`src/rtl/rv_pkg.sv`:
```
package rv_pkg;
   typedef enum logic {
      RV_HYBRID     = 1'b0,
      RV_SELF_PURGE = 1'b1
   } rv_mode_e;
endpackage

```
`src/rtl/rv_vote.sv`:
```
// Weighted word voter: a live module carries weight one, any other weight zero.
module rv_vote #(
   parameter int NM = 5,
   parameter int W  = 8
) (
   input  logic [NM*W-1:0] words,
   input  logic [NM-1:0]   live,
   output logic            maj_ok,
   output logic [W-1:0]    maj_word,
   output logic [NM-1:0]   dis
);
   localparam int CW = $clog2(NM + 1);

   logic [CW-1:0] live_cnt;
   logic [CW-1:0] agree_cnt;

   always_comb begin
      live_cnt = '0;
      for (int i = 0; i < NM; i++)
         live_cnt = live_cnt + CW'(live[i]);
      maj_ok    = 1'b0;
      maj_word  = '0;
      agree_cnt = '0;
      // walk downward so the lowest-indexed majority holder wins
      for (int i = NM - 1; i >= 0; i--) begin
         agree_cnt = '0;
         for (int j = 0; j < NM; j++)
            if (live[j] && (words[j*W +: W] == words[i*W +: W]))
               agree_cnt = agree_cnt + CW'(1);
         if (live[i] && ({agree_cnt, 1'b0} > {1'b0, live_cnt})) begin
            maj_ok   = 1'b1;
            maj_word = words[i*W +: W];
         end
      end
   end

   for (genvar g = 0; g < NM; g++) begin : g_dis
      assign dis[g] = live[g] & maj_ok & (words[g*W +: W] != maj_word);
   end
endmodule

```
`src/rtl/rv_diag.sv`:
```
// Per-module disagreement run counters; a run of RUN cycles requests a purge.
module rv_diag #(
   parameter int NM  = 5,
   parameter int RUN = 2
) (
   input  logic          clk,
   input  logic          rst_n,
   input  logic [NM-1:0] live,
   input  logic          maj_ok,
   input  logic [NM-1:0] dis,
   output logic [NM-1:0] purge
);
   localparam int RW = (RUN > 1) ? $clog2(RUN) : 1;

   for (genvar g = 0; g < NM; g++) begin : g_run
      logic [RW-1:0] run_q;

      assign purge[g] = dis[g] && (run_q == RW'(RUN - 1));

      always_ff @(posedge clk) begin
         if (!rst_n)          run_q <= '0;
         else if (!live[g])   run_q <= '0;
         else if (!maj_ok)    run_q <= run_q;
         else if (purge[g])   run_q <= '0;
         else if (dis[g])     run_q <= run_q + RW'(1);
         else                 run_q <= '0;
      end
   end
endmodule

```
`src/rtl/rv_switch.sv`:
```
// Weight register and reconfiguration: spare promotion or plain purging.
module rv_switch #(
   parameter int NM     = 5,
   parameter int N_ACT  = 3,
   parameter bit HYBRID = 1'b1
) (
   input  logic          clk,
   input  logic          rst_n,
   input  logic [NM-1:0] purge,
   output logic [NM-1:0] live,
   output logic [NM-1:0] purged,
   output logic          degraded
);
   localparam int CW  = $clog2(NM + 1);
   localparam int TGT = HYBRID ? N_ACT : NM;

   logic [NM-1:0] live_q, purged_q;
   logic [CW-1:0] live_cnt;

   if (HYBRID) begin : g_hybrid
      localparam logic [NM-1:0] INIT_LIVE = ({NM{1'b1}} >> (NM - N_ACT));
      logic [NM-1:0] pool_q, pool_d, live_d;
      logic [CW-1:0] need;

      always_comb begin
         need   = CW'($countones(purge));
         live_d = live_q & ~purge;
         pool_d = pool_q;
         for (int i = 0; i < NM; i++) begin
            if (pool_q[i] && (need != '0)) begin
               live_d[i] = 1'b1;
               pool_d[i] = 1'b0;
               need      = need - CW'(1);
            end
         end
      end

      always_ff @(posedge clk) begin
         if (!rst_n) begin
            live_q <= INIT_LIVE;
            pool_q <= ~INIT_LIVE;
         end else begin
            live_q <= live_d;
            pool_q <= pool_d;
         end
      end
   end else begin : g_purge
      always_ff @(posedge clk) begin
         if (!rst_n) live_q <= '1;
         else        live_q <= live_q & ~purge;
      end
   end

   always_ff @(posedge clk) begin
      if (!rst_n) purged_q <= '0;
      else        purged_q <= purged_q | purge;
   end

   always_comb begin
      live_cnt = '0;
      for (int i = 0; i < NM; i++)
         live_cnt = live_cnt + CW'(live_q[i]);
   end

   assign live     = live_q;
   assign purged   = purged_q;
   assign degraded = (live_cnt < CW'(TGT));
endmodule

```
`src/rtl/redund_voter.sv`:
```
module redund_voter #(
   parameter int             N_ACT     = 3,
   parameter int             N_SPARE   = 2,
   parameter int             W         = 8,
   parameter int             PURGE_RUN = 2,
   parameter rv_pkg::rv_mode_e MODE    = rv_pkg::RV_HYBRID
) (
   input  logic                         clk,
   input  logic                         rst_n,
   input  logic [(N_ACT+N_SPARE)*W-1:0] mod_data,
   output logic [W-1:0]                 vote_out,
   output logic [N_ACT+N_SPARE-1:0]     purged,
   output logic                         degraded,
   output logic                         unresolved
);
   localparam int NM     = N_ACT + N_SPARE;
   localparam bit HYBRID = (MODE == rv_pkg::RV_HYBRID);

   if (N_ACT < 1)     begin : g_bad_act  $error("N_ACT must be at least 1");  end
   if (N_SPARE < 0)   begin : g_bad_spr  $error("N_SPARE must not be negative"); end
   if (W < 1)         begin : g_bad_w    $error("W must be at least 1");      end
   if (PURGE_RUN < 1) begin : g_bad_run  $error("PURGE_RUN must be at least 1"); end

   logic [NM-1:0] live, dis, purge;
   logic          maj_ok;
   logic [W-1:0]  maj_word;

   rv_vote #(.NM(NM), .W(W)) u_vote (
      .words(mod_data), .live(live),
      .maj_ok(maj_ok), .maj_word(maj_word), .dis(dis)
   );

   rv_diag #(.NM(NM), .RUN(PURGE_RUN)) u_diag (
      .clk(clk), .rst_n(rst_n), .live(live),
      .maj_ok(maj_ok), .dis(dis), .purge(purge)
   );

   rv_switch #(.NM(NM), .N_ACT(N_ACT), .HYBRID(HYBRID)) u_switch (
      .clk(clk), .rst_n(rst_n), .purge(purge),
      .live(live), .purged(purged), .degraded(degraded)
   );

   always_ff @(posedge clk) begin
      if (!rst_n) begin
         vote_out   <= '0;
         unresolved <= 1'b0;
      end else if (maj_ok) begin
         vote_out   <= maj_word;
         unresolved <= 1'b0;
      end else begin
         unresolved <= 1'b1;
      end
   end
endmodule

```
`config.mk`:
```
export PLATFORM = sky130hd
export DESIGN_NAME = redund_voter
export DESIGN_NICKNAME = d
export VERILOG_FILES = /design/src/rtl/rv_pkg.sv /design/src/rtl/rv_vote.sv /design/src/rtl/rv_diag.sv /design/src/rtl/rv_switch.sv /design/src/rtl/redund_voter.sv
export SDC_FILE = /design/constraint.sdc
export NUM_CORES = 1
export LEC_CHECK = 0
export ABC_AREA = 0
export BUFFER_PORTS_ARGS = -buffer_cell sky130_fd_sc_hd__buf_2
export CAP_MARGIN = 20
export CORE_ASPECT_RATIO = 1.4
export CORE_MARGIN = 2
export CORE_UTILIZATION = 65
export CTS_BUF_LIST = sky130_fd_sc_hd__clkbuf_16
export CTS_CLUSTER_SIZE = 20
export DETAILED_ROUTE_END_ITERATION = 10
export PLACE_DENSITY = 0.95
export SLEW_MARGIN = 20
export SYNTH_ARGS = -nofsm -noshare
export SYNTH_HDL_FRONTEND = slang
export SYNTH_SLANG_ARGS = --single-unit
```
`constraint.sdc`:
```
create_clock -name clk -period 20.5 [get_ports clk]
set_input_delay 0 -clock clk [delete_from_list [all_inputs] [get_ports clk]]
set_output_delay 0 -clock clk [all_outputs]
set_load 0.02 [all_outputs]
```
==> flow_metrics.py <==
metrics = {
    "critical_path": {
        "critical_path.reg2reg.endpoint": "u_switch.live[4]$_SDFF_PN0_",
        "timing.critical_path.required_ns": 20.64,
        "critical_path_at_ns": 9.16,
        "end_kind": "flop",
        "r2r.worst_path.cells": 33,
        "setup.worst_path.start": "u_switch.live[0]$_SDFF_PN1_",
        "slowest_stage": "sky130_fd_sc_hd__or4_4",
        "critPathTopFamily": "adder cells",
        "critical_path_depth_in_cells": 33,
        "crit_path_frequent_cell": "sky130_fd_sc_hd__ha_1",
        "path_buf_inv": 2,
        "max_stage_delay_ns": 0.63,
        "cp_capture_point": "u_switch.live[4]$_SDFF_PN0_",
        "start_kind": "flop",
        "r2r_setup_slack_ns": 11.48,
        "timing.critical_path.fanout_max": 11,
        "crit_path_class": "flop to flop",
        "r2r-start": "u_switch.live[0]$_SDFF_PN1_",
    },
    "global_routing": {
        "tot_gr_track_use_pct": 37.92,
        "grt_pass1_vias": 5315,
        "grt.met3_usage_pct": 4.662,
        "grt-busiest-layer": "met2",
        "grt-ovfl-total": 0,
        "use_met2_pct": 63.88,
        "grt_first_pass_wirelength_um": 26840,
        "grt_start_max_net_pins": 44,
        "antenna_violations_before_repair": 0,
        "gr-usage-met1_pct": 42.89,
    },
    "hold_path": {
        "worstHoldPathCells": 2,
        "type_of_the_tightest_min_delay_check": "input pin to flop",
    },
    "timing": {
        "setup_viol": 0,
        "worst_setup_slack_final_ns": 11.48,
        "final.period_utilization_pct": 43.99,
        "clock-skew-final_ns": 0.005640,
        "hold_viol": 0,
        "whs_ns": 0.07852,
        "fin_crit_ns": 9.018,
        "setup_repair_after_global_routing_missed_its_margin": "no",
        "timing.slew.headroom_pct": 26.52,
        "tightest_slew_ns": 1.100,
        "achievable_frequency_mhz": 110.9,
        "timing.final.max_slew_violations": 0,
        "final.setup.tns_ns": 0,
    },
    "synthesis": {
        "syn_area_sq_um": 5434,
        "synth-warning-count": 0,
        "number_of_flops_mapped_to_enable_cells_by_yosys": 0,
        "synth_flop_cell": "sky130_fd_sc_hd__dfxtp_1",
        "synth_cells": 680,
        "synth.ff_latch_count": 26,
        "number_of_distinct_library_cell_variants_in_the_gate_level_netlist_after_synthesis": 88,
        "avgSynthCellArea_sq_um": 7.991,
        "synth-seq-area-share_pct": 9.579,
        "async_reset_ff_share_pct": 0,
        "synth.net_count": 762,
    },
    "floorplan": {
        "io_pins": 57,
        "die_y_um": 112.2,
        "floorplan.core_area_sq_um": 8149,
        "row_count": 39,
        "overall_die_area_sq_um": 9118,
        "dieWidth_um": 81.28,
        "initial_util_pct": 66.68,
    },
    "clock_tree": {
        "cts_made_buffers": 3,
        "number_of_instances_resized_during_post_cts_repair": 0,
        "number_of_buffers_inserted_for_hold_repair_after_clock_tree_synthesis": 0,
        "clock_latency_reported_for_the_late_side_of_the_worst_skew_pair_ns": 0.26,
        "cts-htree-levels": 1,
        "cts_num_sinks": 26,
        "post-cts-setup-buffer-count": 0,
        "clock-root-buffer": "sky130_fd_sc_hd__clkbuf_16",
        "cts_tree": "built",
        "cts_buffer_depth": 2,
        "clk_pin_slew_worst_paths_ns": 0.07,
    },
    "drt": {
        "avgRoutedWirePerCell_um": 21.76,
        "drc": 1,
        "drt_first_pass_iters": 10,
        "dr_total_vias": 5338,
        "ant_nets": 0,
        "vias_per_cell": 6.817,
        "routed_wl_um": 17040,
        "dr.first_iter.drc_count": 554,
    },
    "pwr": {
        "leakage_nw": 2.179,
        "powerDensity_nw_per_um2": 184.4,
        "ir_worst_vdd_mv": 0.1327,
        "total_power_uw": 1000,
    },
    "place": {
        "place.detailed.hpwl_um": 13300,
        "dpl-instance-area_sq_um": 5316,
        "gp_congestion": 1.012,
        "total_placed_cells_including_tap_cells": 779,
        "pre_cts_slack_ns": 11.67,
        "io_buffers": 56,
    },
    "run_status": {
        "run_status": "finished, violations left",
        "failing_checks": "design-rule violations",
    },
    "layout": {
        "drive_above_1_share_pct": 17.91,
        "final_cell_area_sq_um": 5421,
        "flow.area_growth_from_synthesis_pct": -0.2303,
        "multi_input_logic_area_sq_um": 4208,
        "fillCellCount": 669,
        "top_library_cells_by_usage_in_the_layout_fill_and_taps_aside": "102 x sky130_fd_sc_hd__xnor2_1, 71 x sky130_fd_sc_hd__nand2_1, 56 x sky130_fd_sc_hd__buf_2, 45 x sky130_fd_sc_hd__inv_1",
        "final_core_utilization_pct": 66.53,
        "design.final.nets": 764,
        "post_layout_nonfiller_instances": 783,
        "final_common_cell": "sky130_fd_sc_hd__xnor2_1",
        "number_of_diodes": 0,
        "seq_area_sq_um": 520.5,
    },
    "job": {
        "cap_violations": 0,
    },
}
[synth_stat cells (4+ instances only)]
cell type	instances	area, sq um
sky130_fd_sc_hd__nor3_2	6	60.06
sky130_fd_sc_hd__buf_6	13	146.4
sky130_fd_sc_hd__o21a_1	4	30.03
sky130_fd_sc_hd__xnor2_1	102	893.4
sky130_fd_sc_hd__xor2_1	11	96.34
sky130_fd_sc_hd__a21o_1	8	60.06
sky130_fd_sc_hd__o21ai_0	18	90.09
sky130_fd_sc_hd__mux2_2	12	135.1
sky130_fd_sc_hd__buf_2	19	95.09
sky130_fd_sc_hd__a311o_1	4	40.04
sky130_fd_sc_hd__o31ai_1	7	52.55
sky130_fd_sc_hd__nand4_1	32	200.2
sky130_fd_sc_hd__dfxtp_1	26	520.5
sky130_fd_sc_hd__a211oi_1	7	52.55
sky130_fd_sc_hd__and2_1	9	56.30
sky130_fd_sc_hd__nor3_1	15	75.07
sky130_fd_sc_hd__nor2_1	36	135.1
sky130_fd_sc_hd__clkbuf_1	8	30.03
sky130_fd_sc_hd__or4_1	4	30.03
sky130_fd_sc_hd__and4_1	5	43.79
sky130_fd_sc_hd__buf_4	4	30.03
sky130_fd_sc_hd__nor4_1	9	56.30
sky130_fd_sc_hd__fa_1	4	80.08
sky130_fd_sc_hd__clkbuf_8	12	165.2
sky130_fd_sc_hd__a211o_1	5	43.79
sky130_fd_sc_hd__ha_1	36	450.4
sky130_fd_sc_hd__nand2_1	71	266.5
sky130_fd_sc_hd__a21oi_1	32	160.2
sky130_fd_sc_hd__inv_1	45	168.9
sky130_fd_sc_hd__or3_1	4	25.02
sky130_fd_sc_hd__and4_4	4	45.04
sky130_fd_sc_hd__nand3_1	17	85.08
sky130_fd_sc_hd__and3_1	4	25.02
[registers in the layout, summed over array words and instances, names as in the netlist]
name and count:
vote_out 8, u_diag.g_run.run_q 5, u_switch.live 5, u_switch.purged 5
u_switch.g_hybrid.pool_q 2, unresolved 1
[how the worst min path moves through the flow]
stage | endpoint | from
after floorplan | u_switch.purged[4]$_SDFF_PN0_ | rst_n
after global placement | u_switch.g_hybrid.pool_q[4]$_SDFFE_PN1P_ | rst_n
after detailed placement | u_switch.g_hybrid.pool_q[4]$_SDFFE_PN1P_ | rst_n
after CTS | u_switch.g_hybrid.pool_q[4]$_SDFFE_PN1P_ | rst_n
after global routing | u_switch.g_hybrid.pool_q[4]$_SDFFE_PN1P_ | rst_n
final | u_switch.g_hybrid.pool_q[4]$_SDFFE_PN1P_ | rst_n
[metal layers]
layer | wire, um | part of all wire, %
met1 | 6046 | 35
met2 | 8195 | 48
met3 | 1250 | 7.3
met4 | 1547 | 9.1
met5 | 0 | 0
[layout make-up]
cell class                      instances  share of cell area, %
Clock buffer                            3                  1.385
Clock inverter                          1                 0.5539
Inverter                               46                  3.185
Multi-Input combinational cell        548                  77.61
Sequential cell                        26                  9.601
Tap cell                              102                  2.354
Timing Repair Buffer                   57                  5.308
[cells by family after synthesis]
family / Yosys count / synth area share [%]
flops: 26 / 9.579
buf+inv: 106 / 13.10
xor+xnor: 119 / 20.38
fa+ha+maj: 40 / 9.763
mux: 15 / 3.131
compound gates: 140 / 20.82
simple gates: 234 / 23.23
[power breakdown]
group	switching (mW)	leakage (nW)	internal [mW]
Clock	0.0179	0.0511	0.0388
Combinational	0.537	1.91	0.321
Sequential	0.0175	0.214	0.0683
Total	0.572	2.18	0.428
Note: power is estimated with default switching activity, not from simulation.
